<file path="src/rtl/acc_rnd_pkg.sv">
package acc_rnd_pkg;
  localparam int unsigned ACC_W_DEF = 36;
  localparam int unsigned LOW_W_DEF = 16;

  typedef enum logic {
    RND_CONV = 1'b0,
    RND_TWOS = 1'b1
  } rnd_mode_e;
endpackage

</file>
<file path="src/rtl/acc_rnd_decide.sv">
module acc_rnd_decide #(
  parameter int unsigned LOW_W = 16
) (
  input  logic [LOW_W-1:0] low_word,
  input  logic             keep_lsb,
  input  acc_rnd_pkg::rnd_mode_e mode,
  output logic             bump
);
  localparam logic [LOW_W-1:0] HALF = LOW_W'(1) << (LOW_W - 1);

  logic above_half;
  logic at_half;
  logic conv_bump;

  always_comb begin
    above_half = low_word > HALF;
    at_half    = low_word == HALF;
    conv_bump  = above_half | (at_half & keep_lsb);
    if (mode == acc_rnd_pkg::RND_TWOS) bump = low_word[LOW_W-1];
    else                               bump = conv_bump;
  end
endmodule

</file>
<file path="src/rtl/acc_rnd_incr.sv">
module acc_rnd_incr #(
  parameter int unsigned ACC_W = 36,
  parameter int unsigned LOW_W = 16
) (
  input  logic [ACC_W-1:0] acc,
  input  logic             bump,
  output logic [ACC_W-1:0] rounded
);
  localparam int unsigned HI_W = ACC_W - LOW_W;

  logic [HI_W-1:0] upper;
  logic [HI_W-1:0] upper_inc;

  always_comb begin
    upper     = acc[ACC_W-1:LOW_W];
    upper_inc = upper + {{(HI_W-1){1'b0}}, bump};
    rounded   = {upper_inc, {LOW_W{1'b0}}};
  end
endmodule

</file>
<file path="src/rtl/acc_rnd_stage.sv">
module acc_rnd_stage #(
  parameter int unsigned ACC_W = 36
) (
  input  logic             clk,
  input  logic             rst,
  input  logic             load,
  input  logic [ACC_W-1:0] d,
  output logic [ACC_W-1:0] q,
  output logic             q_vld
);
  always_ff @(posedge clk) begin
    if (rst) begin
      q     <= '0;
      q_vld <= 1'b0;
    end else begin
      q_vld <= load;
      if (load) q <= d;
    end
  end
endmodule

</file>
<file path="src/rtl/acc_round_unit.sv">
module acc_round_unit #(
  parameter int unsigned ACC_W = acc_rnd_pkg::ACC_W_DEF,
  parameter int unsigned LOW_W = acc_rnd_pkg::LOW_W_DEF
) (
  input  logic             clk,
  input  logic             rst,
  input  logic             rnd_req_i,
  input  logic             rnd_mode_i,
  input  logic [ACC_W-1:0] acc_i,
  output logic [ACC_W-1:0] res_o,
  output logic             res_vld_o
);
  logic             bump;
  logic [ACC_W-1:0] rounded;
  acc_rnd_pkg::rnd_mode_e mode;

  assign mode = acc_rnd_pkg::rnd_mode_e'(rnd_mode_i);

  acc_rnd_decide #(.LOW_W(LOW_W)) decide_i (
    .low_word (acc_i[LOW_W-1:0]),
    .keep_lsb (acc_i[LOW_W]),
    .mode     (mode),
    .bump     (bump)
  );

  acc_rnd_incr #(.ACC_W(ACC_W), .LOW_W(LOW_W)) incr_i (
    .acc     (acc_i),
    .bump    (bump),
    .rounded (rounded)
  );

  acc_rnd_stage #(.ACC_W(ACC_W)) stage_i (
    .clk   (clk),
    .rst   (rst),
    .load  (rnd_req_i),
    .d     (rounded),
    .q     (res_o),
    .q_vld (res_vld_o)
  );
endmodule

</file>
<file path="config.mk">
export PLATFORM = sky130hd
export DESIGN_NAME = acc_round_unit
export DESIGN_NICKNAME = d
export VERILOG_FILES = /design/src/rtl/acc_rnd_pkg.sv /design/src/rtl/acc_rnd_decide.sv /design/src/rtl/acc_rnd_incr.sv /design/src/rtl/acc_rnd_stage.sv /design/src/rtl/acc_round_unit.sv
export SDC_FILE = /design/constraint.sdc
export NUM_CORES = 1
export LEC_CHECK = 0
export ABC_AREA = 1
export CAP_MARGIN = 10
export CORE_ASPECT_RATIO = 0.5
export CORE_MARGIN = 3
export CORE_UTILIZATION = 45
export CTS_CLUSTER_SIZE = 24
export DETAILED_ROUTE_END_ITERATION = 16
export GPL_TIMING_DRIVEN = 0
export PLACE_DENSITY = 0.87
export SYNTH_ARGS = -nofsm -noshare
export SYNTH_HDL_FRONTEND = slang
export SYNTH_HIERARCHICAL = 1
export SYNTH_SLANG_ARGS = --single-unit
</file>
<file path="constraint.sdc">
create_clock -name clk -period 3.8 [get_ports clk]
set_input_delay 0.57 -clock clk [delete_from_list [all_inputs] [get_ports clk]]
set_output_delay 0.57 -clock clk [all_outputs]
set_load 0.01 [all_outputs]
</file>
==> flow_summary.json, run 1 <==
{
  "status": "complete, no violations",
  "holdPathStages": 2,
  "worst_path_max_delay_cell": "clkdlybuf4s50_1",
  "critical_path_buf_inv_count": 2,
  "crit_fanout": 3,
  "max_freq_mhz": 425,
  "path_class": "in2reg",
  "clk_pin_slew_ps": 80,
  "syn_to_final_growth_pct": 42.9,
  "synth_area_um2": 2280,
  "fin_nets": 508,
  "clock-sinks": 37,
  "arrival_ps": 2580,
  "root_buffer": "clkbuf_8",
  "final_cell_mix": "nand2_1 (110), nor2_1 (94), clkdlybuf4s50_1 (75)",
  "boundaryPins": 77,
  "synthFlopType": "dfxtp_1",
  "n_antenna_cell": 0,
  "ys_warn_count": 6,
  "viasPerCell": 4.28,
  "placed_cell_area_um2": 3170,
  "place_congestion": 0.845,
  "antenna_left": 0,
  "final_common_cell": "nand2_1",
  "final-max-slew-violation-count": 0,
  "grt_overflow": 0,
  "syn_inst": 368,
  "fin_crit_ps": 2350,
  "cts_resized": 0,
  "ir_drop_uv": 158,
  "ys_ff_latch": 37,
  "core.rowCount": 17,
  "grt_pass1_wl_um": 8980,
  "wl_per_cell_um": 9.47,
  "cap_violations": 0,
  "drt-pass1-iter-count": 4,
  "die_w_um": 107,
  "crit_cells": 17,
  "rsz0062_at_grt": "false",
  "hold_slack_ps": 473,
  "fin_tns_setup_ps": 0,
  "vias": 2276,
  "die-area_um2": 6020,
  "cts_buffer_depth": 2,
  "fin_skew_ps": 0,
  "netlist.top_cell.by_area": "dfxtp_1",
  "cts_max_level": 2,
  "synth_edf_count": 0,
  "postCtsHoldBufs": 0,
  "port_buffers": 75,
  "setup_viol": 0,
  "synth.area.top_cells": "dfxtp_1 (32%), nand2_1 (18%), nor2_1 (15%)",
  "rr_worst_depth": 2,
  "fill_cells": 417,
  "initial_utilization": 0.492,
  "cp-end-kind": "register",
  "drt_wl_total_um": 5040,
  "finalCritPeriodShare": 0.619,
  "min_path_type": "reg2reg",
  "synth_area_per_cell_um2": 6.21,
  "hold_viol_final": 0,
  "cts_setup_buffers": 0,
  "p_per_area_nw_per_um2": 293,
  "clk_latency_ps": 290,
  "yosysSeqAreaShare": 0.324,
  "final_util": 0.704,
  "grt_use_total": 0.181,
  "setup.worst_path.start_class": "input pin",
  "drc_errors": 0,
  "crit_family": "simple AND/OR/NAND/NOR gates",
  "cts_tree": "built",
  "timing.critical_path.mode_cell": "nand2_1",
  "synth_cell_types": 22,
  "die_y_um": 56.4,
  "async_flop_share": 0,
  "hpwl_um": 3980,
  "cpPeakStageDelay_ps": 500,
  "grt_antenna_before_repair": 0,
  "core_area_um2": 4640,
  "p_leak_nw": 1.58,
  "drtIter0Drc": 91,
  "design_area_um2": 3260,
  "critPathRequiredTime_ps": 4030,
  "numCtsBuffers": 5,
  "crit_chain": "clkdlybuf4s50_1 -> nor2_1 -> nand2_1 -> nor2_1 -> a21oi_1 -> ha_1 -> ha_1 -> nand2_1 -> nor2_2 -> nand3_2 -> nor2_1 -> nand2_1 -> nand2_1 -> inv_1 -> nand2_1 -> nand2_1 -> nor2_1",
  "synth_top_area_frac": 0.324,
  "first_global_vias": 2137,
  "grt_max_degree": 14,
  "drive_above_1_share": 0.105
}
## cell families after synthesis
logic type,count (synthesis),share of synthesized area
adder cells (fa/ha/maj),3,0.0164
buffers and inverters,82,0.192
AO/OA/AOI/OAI,3,0.00657
XOR/XNOR,11,0.0422
AND/OR/NAND/NOR,231,0.416
other,1,0.00164
flip-flops,37,0.324
## Yosys cell counts, types with 3 or more instances
cell       n
xnor2_1    7
nor2_2     6
nand4_1    3
dfxtp_1   37
ha_1       3
nor2_1    94
nand2_1  110
nor2_4     3
buf_6      8
buf_4     19
nand3_1   10
xor2_1     4
inv_1     53
## worst min-delay path, delay by kind of cell, from the launching register on
| kind | cells | cell delay, ps |
|---|---|---|
| flops | 1 | 320 |
| simple gates | 2 | 130 |
## registers in the layout, indices dropped and copies added, names as in the netlist
register       cells
stage_i/q_vld      1
stage_i/q         36
## final timing paths
| check | start | to | slack (ps) |
|---|---|---|---|
| setup / recovery | acc_i[16] | stage_i/q[34] | 1450 |
| hold / removal | stage_i/q[26] | stage_i/q[26] | 470 |
| setup reg to reg | stage_i/q[2] | stage_i/q[2] | 3230 |
| hold reg to reg | stage_i/q[26] | stage_i/q[26] | 470 |
## routing by layer
metal,vias up,share of wire,GRT usage
li1,1229,-,-
met1,995,0.45,0.208
met2,44,0.48,0.329
met3,8,0.054,0.0402
met4,0,0.015,0.0656
met5,-,0,0
## final cells by class
type                       count  area (µm²)  share of cell area
inverter                      55         206              0.0633
multi-input combinational    264        1160               0.355
timing repair buffer          75         751               0.230
clock buffer                   5        68.8              0.0211
tap                           66        82.6              0.0253
clock inverter                 3        21.3             0.00652
buffer                        27         233              0.0713
sequential                    37         741               0.227
## metrics by stage
step,power [mW],setup WS (ps),std cells
3_3_place_gp,0.676,1150,524
6_report,0.957,1450,532
2_1_floorplan,0.561,1840,383
4_1_cts,0.967,1430,532
5_1_grt,1.02,1170,532
3_5_place_dp,0.679,1120,524
## where the power goes
group / leakage, nW / internal, mW / switching [mW]
clock: 0.0445 / 0.130 / 0.155
sequential: 0.308 / 0.415 / 0.0131
combinational: 1.23 / 0.135 / 0.108
No activity file was read; power rests on OpenSTA's default activity.
==> run 2: changes to the inputs <==
Clock period 3.8 ns to 2.35 ns, I/O delays scaled along.
==> run 2 against run 1 <==
  * Routed wire length fell by 0.38%
  * Utilization increased by 0.16 points
  * Worst setup slack got worse by 1200 ps
  * Global-route usage stayed put
  * Via count is 0.18% lower
  * Cell area grew 0.23%
  * Register-to-register slack lost 1500 ps
  * Highest routed layer unchanged
  * Sequential cell count is the same
  * Largest power group unchanged
  * Die area is the same
==> flow_summary.json, run 2 (synthesized netlist as in run 1, its figures left out) <==
{
  "multiInputGateArea_um2": 1170,
  "met3WireLength_um": 275,
  "rr_endpoint": "stage_i/q[2]",
  "syn_to_final_growth_pct": 43.2,
  "setup.worst_path.start_class": "input pin",
  "fin_crit_ps": 2110,
  "largest_reg_flops": 36,
  "critPathRequiredTime_ps": 2580,
  "drtIter0Drc": 82,
  "grt_overflow": 0,
  "wl_per_cell_um": 9.43,
  "place_congestion": 0.845,
  "cap_violations": 0,
  "fin_tns_setup_ps": 0,
  "final-max-slew-violation-count": 0,
  "grt_antenna_before_repair": 0,
  "cp-end-kind": "register",
  "clk_latency_ps": 290,
  "finalCritPeriodShare": 0.899,
  "path_class": "in2reg",
  "max_freq_mhz": 473,
  "setup_viol": 0,
  "numCtsBuffers": 5,
  "arrival_ps": 2340,
  "cts_max_level": 2,
  "min_path_type": "in2reg",
  "seqCellArea_um2": 741,
  "port_buffers": 75,
  "fin_skew_ps": 0,
  "p_leak_nw": 1.58,
  "p_per_area_nw_per_um2": 473,
  "p_total_mw": 1.55,
  "status": "complete, no violations",
  "final_common_cell": "nand2_1",
  "grt_pass1_wl_um": 8980,
  "reg_top3": "stage_i/q x36, stage_i/q_vld x1",
  "grt_max_degree": 14,
  "whs_endpoint": "stage_i/q[33]",
  "initial_utilization": 0.492,
  "rsz0062_at_grt": "false",
  "cts_tree": "built",
  "fin_nets": 508,
  "cts_setup_buffers": 0,
  "die_y_um": 56.4,
  "first_global_vias": 2137,
  "worstHoldStart": "rnd_req_i",
  "holdPathStages": 4,
  "rr_worst_depth": 2,
  "hold_viol_final": 0,
  "final_util": 0.705,
  "clock-sinks": 37,
  "die-area_um2": 6020,
  "final_cell_mix": "nand2_1 (110), nor2_1 (93), clkdlybuf4s50_1 (75)",
  "grt_use_total": 0.181,
  "root_buffer": "clkbuf_8",
  "design_area_um2": 3270,
  "r2r_slack_ps": 1780,
  "die_w_um": 107,
  "largest_register": "stage_i/q",
  "met2RoutedLength_um": 2420,
  "postCtsHoldBufs": 0,
  "top_layer": "met4",
  "core.rowCount": 17,
  "viasPerCell": 4.27,
  "m1WireLength_um": 2240,
  "vias": 2272,
  "preCtsSetupSlack_ps": -116,
  "r2r_start": "stage_i/q[2]",
  "ir_drop_uv": 255,
  "drt-pass1-iter-count": 4,
  "hpwl_um": 3980,
  "cts_buffer_depth": 2,
  "fin_ws_ps": 237,
  "clk_pin_slew_ps": 80,
  "crit_fanout": 3,
  "n_antenna_cell": 0,
  "drt_wl_total_um": 5020,
  "drive_above_1_share": 0.107,
  "fill_cells": 414,
  "placed_cell_area_um2": 3170,
  "drc_errors": 0,
  "cts_resized": 0,
  "antenna_left": 0,
  "core_area_um2": 4640,
  "boundaryPins": 77
}
-- run 2: stage by stage --
step | hold WS (ps) | instances
CTS | 365 | 532
finish | 377 | 532
detailed placement | 463 | 524
global route | 377 | 532
global placement | 457 | 524
floorplan | 424 | 383
-- run 2: worst max-delay path, stage by stage --
cell and delay, ps:
clkdlybuf4s50_1 500, nor2_1 50, nand2_1 50, nor2_1 50
a21oi_1 170, ha_1 180, ha_1 200, nand2_1 110
nor2_4 130, nand3_2 120, nor2_1 120, nand2_1 50
nand2_1 60, inv_1 30, nand2_1 40, nand2_1 40
nor2_1 80
-- run 2: worst max-delay path by stage --
stage | start | endpoint | slack [ps] | cells after the start
after floorplan | acc_i[0] | stage_i/q[32] | 610 | 16
after detailed placement | acc_i[16] | stage_i/q[30] | -120 | 16
final | acc_i[16] | stage_i/q[34] | 240 | 17
after global routing | acc_i[16] | stage_i/q[34] | 20 | 17
after global placement | acc_i[16] | stage_i/q[30] | -80 | 16
after CTS | acc_i[16] | stage_i/q[34] | 200 | 17
-- run 2: routing by layer --
| layer | track usage | vias up |
|---|---|---|
| met5 | 0 | - |
| met4 | 0.0656 | 0 |
| met3 | 0.0402 | 9 |
| met2 | 0.329 | 50 |
| met1 | 0.208 | 983 |
| li1 | - | 1230 |
-- run 2: cell type report --
| class | count | area share |
|---|---|---|
| clock buffers | 5 | 0.0210 |
| inverters | 55 | 0.0631 |
| multi-input cells | 264 | 0.357 |
| clock inverters | 3 | 0.00650 |
| plain buffers | 27 | 0.0712 |
| repair buffers | 75 | 0.230 |
| well taps | 66 | 0.0252 |
| flip-flops and latches | 37 | 0.226 |
-- run 2: power breakdown --
group	internal, mW	switching, mW	total, mW
clock network	0.211	0.250	0.461
registers	0.671	0.0211	0.692
logic	0.218	0.176	0.394
total	1.10	0.447	1.55
==> run 3: changes to the inputs <==
Settings changed: CORE_ASPECT_RATIO 0.5 to not set.
==> run 3 against run 2 <==
  * Final cell count up 0.19%
  * Non-clock buffer count is the same
  * Critical path depth did not move
  * Register-to-register slack worse by 20 ps
  * Hold slack better by 4.7 ps
  * Maximum frequency down 1.3%
==> flow_summary.json, run 3 (synthesized netlist as in run 1, its figures left out) <==
{
  "status": "complete, no violations",
  "cap_violations": 0,
  "grt_use_total": 0.180,
  "final_common_cell": "nand2_1",
  "path_class": "in2reg",
  "grt_pass1_wl_um": 8880,
  "postCtsHoldBufs": 0,
  "max_freq_mhz": 467,
  "first_global_vias": 2133,
  "grt_antenna_before_repair": 0,
  "antenna_left": 0,
  "drt-pass1-iter-count": 4,
  "largest_reg_flops": 36,
  "fill_cells": 453,
  "crit_chain": "clkdlybuf4s50_1 -> nor2_1 -> nand2_1 -> nor2_1 -> a21oi_1 -> ha_1 -> ha_1 -> nand2_1 -> nor2_2 -> nand3_2 -> nor2_1 -> nand2_1 -> nand2_1 -> inv_1 -> nand2_1 -> nand2_1 -> nor2_1",
  "clock-sinks": 37,
  "timing.critical_path.mode_cell": "nand2_1",
  "core.rowCount": 25,
  "p_per_area_nw_per_um2": 504,
  "fin_crit_ps": 2140,
  "cpPeakStageDelay_ps": 510,
  "p_leak_nw": 1.60,
  "hold_slack_ps": 382,
  "setup_viol": 0,
  "crit_family": "simple AND/OR/NAND/NOR gates",
  "drt_wl_total_um": 5110,
  "ir_drop_uv": 412,
  "cts_tree": "built",
  "syn_to_final_growth_pct": 44.4,
  "cts_max_level": 2,
  "setup.worst_path.start_class": "input pin",
  "fin_skew_ps": 0,
  "drc_errors": 0,
  "hpwl_um": 4040,
  "arrival_ps": 2370,
  "design_area_um2": 3300,
  "core_area_um2": 4820,
  "cp-end-kind": "register",
  "finalCritPeriodShare": 0.911,
  "min_path_type": "in2reg",
  "placed_cell_area_um2": 3170,
  "die-area_um2": 5970,
  "grt_overflow": 0,
  "largest_register": "stage_i/q",
  "clk_latency_ps": 280,
  "place_congestion": 0.802,
  "reg_top3": "stage_i/q x36, stage_i/q_vld x1",
  "hold_viol_final": 0,
  "clk_pin_slew_ps": 80,
  "final-max-slew-violation-count": 0,
  "cts_buffer_depth": 2,
  "rsz0062_at_grt": "false",
  "p_total_mw": 1.66,
  "wl_per_cell_um": 9.58,
  "drtIter0Drc": 72,
  "crit_fanout": 3,
  "root_buffer": "clkbuf_8",
  "die_y_um": 77.2,
  "viasPerCell": 4.29,
  "grt_max_degree": 13,
  "critPathRequiredTime_ps": 2580,
  "fin_nets": 508,
  "cts_setup_buffers": 0,
  "vias": 2286,
  "n_antenna_cell": 0,
  "die_w_um": 77.2,
  "port_buffers": 75,
  "initial_utilization": 0.474,
  "critical_path_buf_inv_count": 2,
  "drive_above_1_share": 0.107,
  "final_cell_mix": "nand2_1 (110), nor2_1 (93), clkdlybuf4s50_1 (75)",
  "boundaryPins": 77,
  "worst_path_max_delay_cell": "clkdlybuf4s50_1",
  "numCtsBuffers": 5
}
run 3: path summary, 6_finish.rpt:
| kind | startpoint | end | slack (ps) | cells after the start |
|---|---|---|---|---|
| worst max-delay path | acc_i[16] | stage_i/q[34] | 210 | 17 |
| worst min-delay path | rnd_req_i | stage_i/q[33] | 380 | 4 |
| worst max register to register | stage_i/q[4] | stage_i/q[4] | 1760 | 2 |
| worst min register to register | stage_i/q[10] | stage_i/q[10] | 470 | 2 |
run 3: worst register-to-register path: stages (launching register included):
cell	delay [ps]
dfxtp_1	350
nor2_1	50
nor2_1	130
run 3: per-layer routing:
metal,global-route usage,part of all wire,vias up,routed length [µm]
li1,-,-,1233,-
met5,0,0,-,0
met4,0.0480,0.0092,0,47
met2,0.322,0.48,59,2460
met1,0.209,0.44,988,2260
met3,0.0493,0.066,6,337
run 3: area by class of cell:
cell class	instances	area (µm²)	area share
Inverter	55	206	0.0626
Multi-Input combinational cell	264	1160	0.353
Sequential cell	37	741	0.225
Timing Repair Buffer	75	751	0.228
Tap cell	67	83.8	0.0254
Clock inverter	2	37.5	0.0114
Buffer	27	233	0.0706
Clock buffer	6	82.6	0.0250
run 3: timing repair:
item | 4_1_cts | 5_1_grt
setup endpoints to repair | 0 | 1
endpoints found under the hold margin | 0 | 0
resized for setup | 0 | 1
run 3: report_power, final:
| group | internal [mW] | switching [mW] | total, mW |
|---|---|---|---|
| logic | 0.218 | 0.175 | 0.393 |
| clock network | 0.345 | 0.230 | 0.575 |
| registers | 0.671 | 0.0233 | 0.695 |
| total | 1.23 | 0.428 | 1.66 |
run 3: through the flow:
step | setup TNS, ps | utilization | setup slack (ps) | instances
after floorplan | 0 | - | 606 | 383
after global placement | -211 | 0.659 | -71.6 | 525
after detailed placement | -476 | 0.659 | -105 | 525
after CTS | 0 | 0.684 | 199 | 533
after global routing | 0 | 0.684 | 1.83 | 533
final | 0 | 0.684 | 210 | 533
